$ cat config.mk
export PLATFORM = sky130hd
export DESIGN_NAME = snapreg_file
export DESIGN_NICKNAME = d
export VERILOG_FILES = /design/src/rtl/snapreg_pkg.sv /design/src/rtl/snap_ctrl_reg.sv /design/src/rtl/snap_field_bank.sv /design/src/rtl/snap_read_port.sv /design/src/rtl/snapreg_file.sv
export SDC_FILE = /design/constraint.sdc
export NUM_CORES = 1
export LEC_CHECK = 0
export CORE_ASPECT_RATIO = 1.75
export CORE_MARGIN = 2
export CORE_UTILIZATION = 57
export DETAILED_ROUTE_END_ITERATION = 7
export PLACE_DENSITY_LB_ADDON = 0.2
export SLEW_MARGIN = 10
export SYNTH_ARGS = -nofsm -noshare
export SYNTH_HDL_FRONTEND = slang
export SYNTH_SLANG_ARGS = --single-unit
$ cat constraint.sdc
create_clock -name clk -period 2.51 [get_ports clk]
set_input_delay 0.3765 -clock clk [delete_from_list [all_inputs] [get_ports clk]]
set_output_delay 0.3765 -clock clk [all_outputs]
set_load 0.02 [all_outputs]
$ cat src/rtl/snapreg_pkg.sv
package snapreg_pkg;
  localparam logic [3:0] CMD_LOAD_CLOCK = 4'hE;
  localparam logic [3:0] CMD_SNAPSHOT   = 4'hF;

  localparam int LOC_CTRL   = 0;
  localparam int LOC_FLAGS  = 1;
  localparam int FIELD_BASE = 2;

  localparam int CB_FREQ = 0;
  localparam int CB_TM0  = 2;
  localparam int CB_TM1  = 3;
  localparam int CB_LOCK = 4;

  localparam logic [7:0] CTRL_KEEP_MASK = 8'h1D;
endpackage

$ cat src/rtl/snap_ctrl_reg.sv
module snap_ctrl_reg #(
  parameter int DATA_W = 8
) (
  input  logic              clk,
  input  logic              rst,
  input  logic              wr_stb,
  input  logic [DATA_W-1:0] wr_data,
  output logic [DATA_W-1:0] ctrl_q
);
  import snapreg_pkg::*;
  localparam logic [DATA_W-1:0] KEEP = DATA_W'(CTRL_KEEP_MASK);

  always_ff @(posedge clk) begin
    if (rst)         ctrl_q <= '0;
    else if (wr_stb) ctrl_q <= wr_data & KEEP;
  end
endmodule

$ cat src/rtl/snap_field_bank.sv
module snap_field_bank #(
  parameter int NUM_FIELDS = 8,
  parameter int FIELD_W    = 8
) (
  input  logic                          clk,
  input  logic                          rst,
  input  logic [NUM_FIELDS-1:0]         wr_sel,
  input  logic [FIELD_W-1:0]            wr_data,
  input  logic                          snap_stb,
  input  logic                          load_stb,
  input  logic [NUM_FIELDS*FIELD_W-1:0] live_flat,
  output logic [NUM_FIELDS*FIELD_W-1:0] held_flat,
  output logic [NUM_FIELDS-1:0]         chg_flags
);
  for (genvar g = 0; g < NUM_FIELDS; g++) begin : g_field
    logic [FIELD_W-1:0] held_q;
    logic [FIELD_W-1:0] prev_q;
    logic               flag_q;
    logic [FIELD_W-1:0] live_v;

    assign live_v = live_flat[g*FIELD_W +: FIELD_W];

    // held byte: snapshot beats a host write
    always_ff @(posedge clk) begin
      if (rst) begin
        held_q <= '0;
        prev_q <= '0;
      end else if (snap_stb) begin
        held_q <= live_v;
        prev_q <= live_v;
      end else if (wr_sel[g]) begin
        held_q <= wr_data;
      end
    end

    // change flag against the previous capture
    always_ff @(posedge clk) begin
      if (rst)           flag_q <= 1'b0;
      else if (snap_stb) flag_q <= (live_v != prev_q);
      else if (load_stb) flag_q <= 1'b0;
    end

    assign held_flat[g*FIELD_W +: FIELD_W] = held_q;
    assign chg_flags[g] = flag_q;
  end
endmodule

$ cat src/rtl/snap_read_port.sv
module snap_read_port #(
  parameter int NUM_FIELDS = 8,
  parameter int FIELD_W    = 8,
  parameter int ADDR_W     = 4
) (
  input  logic                          clk,
  input  logic                          rst,
  input  logic                          rd_en,
  input  logic [ADDR_W-1:0]             rd_addr,
  input  logic [FIELD_W-1:0]            ctrl_byte,
  input  logic [FIELD_W-1:0]            flags_byte,
  input  logic [NUM_FIELDS*FIELD_W-1:0] held_flat,
  output logic [FIELD_W-1:0]            rd_data,
  output logic                          rd_valid
);
  import snapreg_pkg::*;
  logic [FIELD_W-1:0] sel;

  always_comb begin
    sel = '0;
    if (rd_addr == ADDR_W'(LOC_CTRL))       sel = ctrl_byte;
    else if (rd_addr == ADDR_W'(LOC_FLAGS)) sel = flags_byte;
    else begin
      for (int i = 0; i < NUM_FIELDS; i++) begin
        if (rd_addr == ADDR_W'(FIELD_BASE + i)) sel = held_flat[i*FIELD_W +: FIELD_W];
      end
    end
  end

  always_ff @(posedge clk) begin
    if (rst) begin
      rd_data  <= '0;
      rd_valid <= 1'b0;
    end else begin
      rd_valid <= rd_en;
      if (rd_en) rd_data <= sel;
    end
  end
endmodule

$ cat src/rtl/snapreg_file.sv
module snapreg_file #(
  parameter int ADDR_W     = 4,
  parameter int FIELD_W    = 8,
  parameter int NUM_FIELDS = 8
) (
  input  logic                          clk,
  input  logic                          rst,
  input  logic [ADDR_W-1:0]             reg_addr,
  input  logic                          wr_en,
  input  logic [FIELD_W-1:0]            wr_data,
  input  logic                          rd_en,
  output logic [FIELD_W-1:0]            rd_data,
  output logic                          rd_valid,
  input  logic                          cmd_valid,
  input  logic [3:0]                    cmd_code,
  input  logic [NUM_FIELDS*FIELD_W-1:0] cal_live,
  output logic                          cal_load,
  output logic [NUM_FIELDS*FIELD_W-1:0] cal_load_data,
  output logic                          freq_meas_en,
  output logic                          test_mode0,
  output logic                          test_mode1,
  output logic                          time_lock
);
  import snapreg_pkg::*;
  localparam int CAL_W = NUM_FIELDS * FIELD_W;

  logic                  wr_ok;
  logic                  ctrl_wr;
  logic [NUM_FIELDS-1:0] field_sel;
  logic                  snap_stb;
  logic                  load_stb;
  logic [FIELD_W-1:0]    ctrl_q;
  logic [CAL_W-1:0]      held_flat;
  logic [NUM_FIELDS-1:0] chg_flags;
  logic [FIELD_W-1:0]    flags_byte;

  // any command drops a same-cycle write
  assign wr_ok    = wr_en && !cmd_valid;
  assign ctrl_wr  = wr_ok && (reg_addr == ADDR_W'(LOC_CTRL));
  assign snap_stb = cmd_valid && (cmd_code == CMD_SNAPSHOT);
  assign load_stb = cmd_valid && (cmd_code == CMD_LOAD_CLOCK) && !ctrl_q[CB_LOCK];

  always_comb begin
    for (int i = 0; i < NUM_FIELDS; i++)
      field_sel[i] = wr_ok && (reg_addr == ADDR_W'(FIELD_BASE + i));
  end

  assign flags_byte = FIELD_W'(chg_flags);

  snap_ctrl_reg #(.DATA_W(FIELD_W)) ctrl_i (
    .clk(clk), .rst(rst), .wr_stb(ctrl_wr), .wr_data(wr_data), .ctrl_q(ctrl_q)
  );

  snap_field_bank #(.NUM_FIELDS(NUM_FIELDS), .FIELD_W(FIELD_W)) bank_i (
    .clk(clk), .rst(rst), .wr_sel(field_sel), .wr_data(wr_data),
    .snap_stb(snap_stb), .load_stb(load_stb), .live_flat(cal_live),
    .held_flat(held_flat), .chg_flags(chg_flags)
  );

  snap_read_port #(.NUM_FIELDS(NUM_FIELDS), .FIELD_W(FIELD_W), .ADDR_W(ADDR_W)) rdp_i (
    .clk(clk), .rst(rst), .rd_en(rd_en), .rd_addr(reg_addr),
    .ctrl_byte(ctrl_q), .flags_byte(flags_byte), .held_flat(held_flat),
    .rd_data(rd_data), .rd_valid(rd_valid)
  );

  always_ff @(posedge clk) begin
    if (rst) begin
      cal_load      <= 1'b0;
      cal_load_data <= '0;
    end else begin
      cal_load <= load_stb;
      if (load_stb) cal_load_data <= held_flat;
    end
  end

  assign freq_meas_en = ctrl_q[CB_FREQ];
  assign test_mode0   = ctrl_q[CB_TM0];
  assign test_mode1   = ctrl_q[CB_TM1];
  assign time_lock    = ctrl_q[CB_LOCK];
endmodule

# Yosys cells after proc, flatten, opt, wreduce, memory -nomap -nowiden
# Cells that the tools add are included.
# totals
out_inout_bits,78
register_bits,214
word_cells,108
# op_classes
n_eq_ne,19
reduce_logical,25
mux,35
# ops
operator,count
$mux W8,26
$ne A8 B8 Y1,8
$reduce_bool A2 Y1,9
$eq A4 B3 Y1 const B,4
$eq A4 B4 Y1 const B,4
$logic_and A1 B1 Y1,13
$mux W1,9
$eq A4 B2 Y1 const B,2
$eq A4 B1 Y1 const B,1
$logic_not A4 Y1,1
$logic_not A1 Y1,2

# Longest topological paths before layout
# Gate-level depths: netlist of the first run.
# depth
depth_word,11
depth_mapped,8

# Cells and area by module
# Synthesis of the first run repeated with hierarchy kept, for this count alone.
# unflattened
cells_unflattened,1170
area_unflattened_um2,10799.1
# by_module_without_submodules
module,n_inst,cells_per_inst,area_per_inst_um2
snap_field_bank,1,686,6308.6
snapreg_file,1,298,3036.7
snap_read_port,1,168,1280.0
snap_ctrl_reg,1,18,173.9

# Worst setup path after synthesis of the first run
# OpenSTA, ideal clock, no wires.
# synth_timing
path_type,input-to-reg
startpoint,input wr_en
endpoint,register bank_i.g_field[5].held_q[0]
path_buffers,3
stages,8
path_slack_ns,0.894
arrival_ns,1.531
cell_sequence,nor2b_2 > buf_6 > and2_4 > buf_6 > and3_4 > buf_12 > mux2i_1 > a211oi_1
# synth_via
elab_chain_len,3
# synth_lines
item,line_no,text
start: declaration,snapreg_file.sv:9,"input logic wr_en,"
$logic_and A1 B1 Y1,snapreg_file.sv:38,assign wr_ok = wr_en && !cmd_valid;
$logic_and A1 B1 Y1,snapreg_file.sv:45,field_sel[i] = wr_ok && (reg_addr == ADDR_W'(FIELD_BASE + i));
$reduce_bool A2 Y1 (no source line),--,
end signal: assignment,snap_field_bank.sv:29,held_q <= live_v;
end signal: assignment,snap_field_bank.sv:32,held_q <= wr_data;
end: declaration,snap_field_bank.sv:16,logic [FIELD_W-1:0] held_q;
# No other way between the ends.
# A chain may end at the register's enable or synchronous reset.

# Worst setup path in the final report of the first run
# layout_timing
startpoint,register ctrl_i.ctrl_q[4]
endpoint,output time_lock
# layout_rtl
item,line_no,text
start: declaration,snap_ctrl_reg.sv:8,output logic [DATA_W-1:0] ctrl_q
start signal: assignment,snap_ctrl_reg.sv:15,else if (wr_stb) ctrl_q <= wr_data & KEEP;
end: declaration,snapreg_file.sv:22,output logic time_lock
# No word-level cell between the ends.

==> results of run 1 <==
==> power breakdown <==
part	internal, mW	switching [mW]	leakage, nW	total (mW)
logic	0.287	0.361	2.33	0.648
registers	3.44	0.0534	1.73	3.50
clock network	1.51	1.27	0.274	2.78
total	5.24	1.69	4.33	6.92
==> worst paths after layout <==
check	startpoint	endpoint	slack, ps	cells after the start
setup / recovery	ctrl_i.ctrl_q[4]$_SDFFE_PP0P_	time_lock	490	1
hold / removal	rst	bank_i.g_field[2].prev_q[4]$_SDFFE_PP0P_	260	2
setup reg to reg	ctrl_i.ctrl_q[4]$_SDFFE_PP0P_	bank_i.g_field[5].flag_q$_SDFFE_PP0P_	930	4
hold reg to reg	cal_load_data[13]$_SDFFE_PP0P_	cal_load_data[13]$_SDFFE_PP0P_	450	2
==> routing by layer <==
layer / routed length (µm) / global-route usage (%)
met4: 1700 / 16.8
met2: 14900 / 56.3
met5: 0 / 0
met3: 2100 / 3.50
met1: 11200 / 41.8
==> per-stage QoR <==
step	area [µm²]	utilization, %
2_1_floorplan	9560	-
3_3_place_gp	11500	69.8
3_5_place_dp	11500	69.8
4_1_cts	12100	73.3
5_1_grt	12100	73.3
6_report	12100	73.3
==> flip-flops by register name, summed over array words and instances, names as in the netlist <==
register               cells
bank_i.g_field.held_q     64
bank_i.g_field.prev_q     64
cal_load_data             64
bank_i.g_field.flag_q      8
rdp_i.rd_data              8
ctrl_i.ctrl_q              4
cal_load                   1
rdp_i.rd_valid             1
==> cells by family after synthesis <==
family                 after synthesis  synth area share (%)
AND/OR/NAND/NOR                    489                  21.7
multiplexers                        46                  5.38
XOR/XNOR                            64                  5.86
AO/OA/AOI/OAI                      288                  17.6
flip-flops                         214                  44.8
buffers and inverters               98                  4.72
==> final cells by class <==
| type | count | area [µm²] | share of cell area, % |
|---|---|---|---|
| Multi-Input combinational cell | 887 | 4840 | 40.2 |
| Sequential cell | 214 | 4280 | 35.5 |
| Timing Repair Buffer | 207 | 2060 | 17.1 |
| Clock buffer | 25 | 538 | 4.46 |
| Tap cell | 224 | 280 | 2.32 |
| Clock inverter | 5 | 36.3 | 0.301 |
| Inverter | 5 | 18.8 | 0.156 |
==> cell usage after synthesis (4+ instances only) <==
| library cell | n | area, µm² |
|---|---|---|
| a311oi_1 | 25 | 219 |
| a22oi_1 | 4 | 30.0 |
| mux2_2 | 33 | 372 |
| nand3_1 | 38 | 190 |
| o221ai_1 | 6 | 52.6 |
| nor4_1 | 16 | 100 |
| nand2b_1 | 13 | 81.3 |
| clkbuf_1 | 51 | 191 |
| buf_2 | 27 | 135 |
| o211ai_1 | 5 | 37.5 |
| inv_1 | 5 | 18.8 |
| a211o_1 | 4 | 35.0 |
| mux2i_1 | 12 | 120 |
| o22ai_1 | 4 | 25.0 |
| a211oi_1 | 9 | 67.6 |
| xor2_1 | 64 | 561 |
| a221oi_1 | 4 | 35.0 |
| nand2_1 | 341 | 1280 |
| a21oi_1 | 196 | 981 |
| dfxtp_1 | 214 | 4280 |
| buf_1 | 8 | 30.0 |
| nor2b_1 | 11 | 68.8 |
| o21ai_0 | 16 | 80.1 |
| nor2_1 | 52 | 195 |
==> run summary, run 1 <==
Status: finished, final reports clean
Leakage Power: 4.33 nW
Pre-CTS setup slack: 179 ps
Final std cells w/o fill: 1567
Crit-path max FO: 6
Iteration-0 DRC Markers: 694
Routability cong.: 0.995
Die Area: 17900 µm²
Max Freq: 0.495 GHz
Ant. Diodes: 0
Vias in the first global route: 8817
DP Wirelength: 21.8 mm
Die Y: 175 µm
Initial antenna violation count: 0
Skew final: 10.6 ps
CP Capture Type: output port
NumNets Final: 1419
EDFF count, synth: 0
1st-pass router iterations: 6
Most frequent cells in the layout: 341 x nand2_1, 214 x dfxtp_1, 196 x a21oi_1
Startpoint Class: flip-flop
Post-synthesis sequential area ratio: 44.8%
Initial Utilization: 58.1%
Cell Area, Synth: 9560 µm²
Synthesized Nets: 1284
Post-DRT Antenna Nets: 0
TNS Setup: 0 ps
Data arrival, critical path: 1640 ps
Setup Fix Bufs, Post-CTS: 0
Core box area: 16400 µm²
Final Cycle Share: 80.5%
Setup violations, final: 0
Final WL: 29.9 mm
Io pins: 163
Post-layout total power: 6.92 mW
First-pass GRT wire length: 46.7 mm
Final Slew Violations: 0
# hold bufs at CTS: 0
Hold WC Path Type: primary input to flip-flop
Top FF cell, synth: dfxtp_1
Max-cap viol count: 0
Root buffer cell: clkbuf_16
CTS-repair resized insts: 0
Die W: 102 µm
# rows: 62
Count of yosys warnings during synthesis: 0
Layout area overhead: 26.1%
Clk Latency, worst-skew pair: 500 ps
Worst vdd ir: 495 µV
Number of H-tree levels: 1
RSZ-0062 raised after global routing: no
Cells after synthesis: 1199
WP buf/inv: 1
Worst Slack Setup Final: 490 ps
Async set or reset register ratio after synthesis: 0%
Worst hold slack: 264 ps
Critical path, cell by cell: clkdlybuf4s50_1
Residual DRC count: 0
CTS Buffer Depth: 3
Num Clock Sinks: 214
CTS Buf Count: 19
Critical path's slowest cell: clkdlybuf4s50_1
Number of port buffers: 162
Commonest non-fill, non-tap cell in the layout: nand2_1
GRT overflow: 0
CTS clk-pin slew, worst paths: 70 ps
Kind of critical path: flip-flop to output port
CTS tree: yes
Normalized max-slew margin: 49.0%
Worst Tran Pin Value: 762 ps
Inst Count DP: 1537
Tmin final: 2020 ps
Total track usage: 33.4%
Routed vias: 9140
Share of post-route cells with drive strength above 1: 9.01%
Slowest stage delay, CP: 670 ps
Vias/cell: 5.83
# fillers: 1352
PD cells: 574 nW/µm²
DR WL/cell: 19.1 µm
Final Hold Vio Count: 0
Avg Cell Area, Syn: 7.98 µm²
WP data required: 2130 ps
Largest net degree at the start of global routing: 70
CP delay by family, top: buffers and inverters
Seq cells post-synth: 214
Cell variety after synth: 52
No activity file was read; power rests on OpenSTA's default activity.
==> run 2: changes to the inputs <==
- CORE_UTILIZATION: 57 -> 48
- clock period: 2.51 -> 1.7 ns (I/O delays scaled with it)
==> run 2 against run 1 <==
Against the previous run:
- via count grew 0.94%
- hold slack worse by 250 ps
- setup slack got worse by 420 ps
- largest power group unchanged
- clock power up 72%
- highest routed layer unchanged
==> run summary, run 2 (synthesis results as in run 1) <==
Reg2reg start: ctrl_i.ctrl_q[4]$_SDFFE_PP0P_
Final WL: 30.6 mm
Leakage Power: 5.49 nW
Post-layout total power: 11.0 mW
Worst hold slack: 14.1 ps
Startpoint Class: primary input
NumNets Final: 1480
WP data required: 2070 ps
Root buffer cell: clkbuf_16
Commonest non-fill, non-tap cell in the layout: nand2_1
Final Slew Violations: 0
Worst vdd ir: 718 µV
Data arrival, critical path: 2000 ps
Worst Slack Setup Final: 70.9 ps
Residual DRC count: 0
Routability cong.: 0.916
DR WL/cell: 18.5 µm
CTS clk-pin slew, worst paths: 70 ps
Initial antenna violation count: 0
Inst Count DP: 1618
Vias in the first global route: 8910
Total track usage: 28.4%
Most frequent cells in the layout: 341 x nand2_1, 214 x dfxtp_1, 196 x a21oi_1
GRT overflow: 0
Die W: 111 µm
Kind of critical path: primary input to flip-flop
Crit-path max FO: 7
Io pins: 163
Worst Hold End: cal_load_data[24]$_SDFFE_PP0P_
Vias/cell: 5.58
Ant. Diodes: 0
CTS Buf Count: 20
Post-DRT Antenna Nets: 0
Setup Fix Bufs, Post-CTS: 0
Setup violations, final: 0
Critical path's slowest cell: clkdlybuf4s50_1
Largest net degree at the start of global routing: 102
Status: finished, final reports clean
Final Hold Vio Count: 0
Initial Utilization: 48.7%
Worst R2R End: cal_load_data[40]$_SDFFE_PP0P_
Slowest stage delay, CP: 550 ps
Final std cells w/o fill: 1652
First-pass GRT wire length: 48.1 mm
Max-cap viol count: 0
Register-to-Register Path Depth: 4
# rows: 68
CP Capture Type: flip-flop
Max Freq: 0.614 GHz
# hold bufs at CTS: 0
DP Wirelength: 22.8 mm
Core box area: 19700 µm²
Power Internal: 8.40 mW
Worst Tran Pin Value: 441 ps
PD cells: 856 nW/µm²
Layout area overhead: 34.4%
Routed vias: 9226
Skew final: 11.5 ps
Hold WC Path Type: primary input to flip-flop
Tmin final: 1630 ps
Num Clock Sinks: 214
Combinational share of power: 9.8%
Share of post-route cells with drive strength above 1: 13.6%
Die Area: 21100 µm²
Pre-CTS setup slack: -548 ps
1st-pass router iterations: 6
Reg2Reg Setup Slack: 170 ps
Final Cycle Share: 95.8%
Seq pwr share: 46.9%
CTS tree: yes
RSZ-0062 raised after global routing: no
Number of port buffers: 162
Number of H-tree levels: 1
Clock Power Share: 43.3%
Largest regs: bank_i.g_field.held_q (64), bank_i.g_field.prev_q (64), cal_load_data (64)
Clk Latency, worst-skew pair: 500 ps
Hold_sp: rst
Critical path, cell by cell: clkdlybuf4s50_1 > buf_4 > nor2b_1 > buf_4 > a21oi_1 > o21ai_0 > a221oi_1 > o21ai_0
Normalized max-slew margin: 70.6%
Worst hold path cell count: 2
CTS Buffer Depth: 3
Iteration-0 DRC Markers: 704
P_sw: 2.60 mW
Sw Ratio: 23.7%
Die Y: 191 µm
## run 2: repair_timing
action                                  CTS  global route
endpoints found under the setup margin   51            69
gates cloned                              0             0
gates resized for setup                  51            37
## run 2: worst max-delay path, delay by kind of cell
family                 cells  cell delay (ps)
AND/OR/NAND/NOR            1               40
buffers and inverters      3              850
AO/OA/AOI/OAI              4              840
## run 2: stage by stage
step | TNS [ps] | utilization (%) | instance area (µm²)
detailed placement | -58840 | 61.6 | 12100
global route | 0 | 65.4 | 12800
floorplan | 0 | - | 9560
global placement | -52110 | 61.6 | 12100
finish | 0 | 65.4 | 12800
CTS | 0 | 64.9 | 12700
## run 2: how the worst max path moves through the flow
stage / from / to / slack [ps] / cells after the start
floorplan: wr_en / bank_i.g_field[5].held_q[0]$_SDFFE_PP0P_ / 210 / 8
global placement: reg_addr[1] / rdp_i.rd_data[6]$_SDFFE_PP0P_ / -510 / 8
detailed placement: reg_addr[1] / rdp_i.rd_data[6]$_SDFFE_PP0P_ / -550 / 8
CTS: cal_load_data[8]$_SDFFE_PP0P_ / cal_load_data[8] / 2 / 1
global route: reg_addr[3] / bank_i.g_field[1].held_q[2]$_SDFFE_PP0P_ / 9 / 7
finish: reg_addr[2] / rdp_i.rd_data[4]$_SDFFE_PP0P_ / 70 / 8
## run 2: final cells by class
type	count	area, µm²
Clock buffer	24	557
Clock inverter	10	140
Fill cell	1719	6800
Inverter	5	18.8
Multi-Input combinational cell	887	4860
Sequential cell	214	4280
Tap cell	245	307
Timing Repair Buffer	267	2680
## run 2: per-layer routing
layer  vias up  routed length (µm)  part of all wire, %  GRT usage [%]
met3        97                1990                  6.5           3.75
met2       353               15200                   50           50.0
li1       4476                   -                    -              -
met5         -                   0                    0              0
met1      4300               11900                   39           34.3
met4         0                1550                  5.1           13.3
## run 2: power groups by stage
stage	registers (mW)	logic (mW)	clock network [mW]
after detailed placement	5.27	1.06	0
after global routing	5.16	1.15	5.04
after floorplan	5.25	0.460	0
after global placement	5.27	1.05	0
after CTS	5.16	1.06	4.84
final	5.16	1.07	4.77
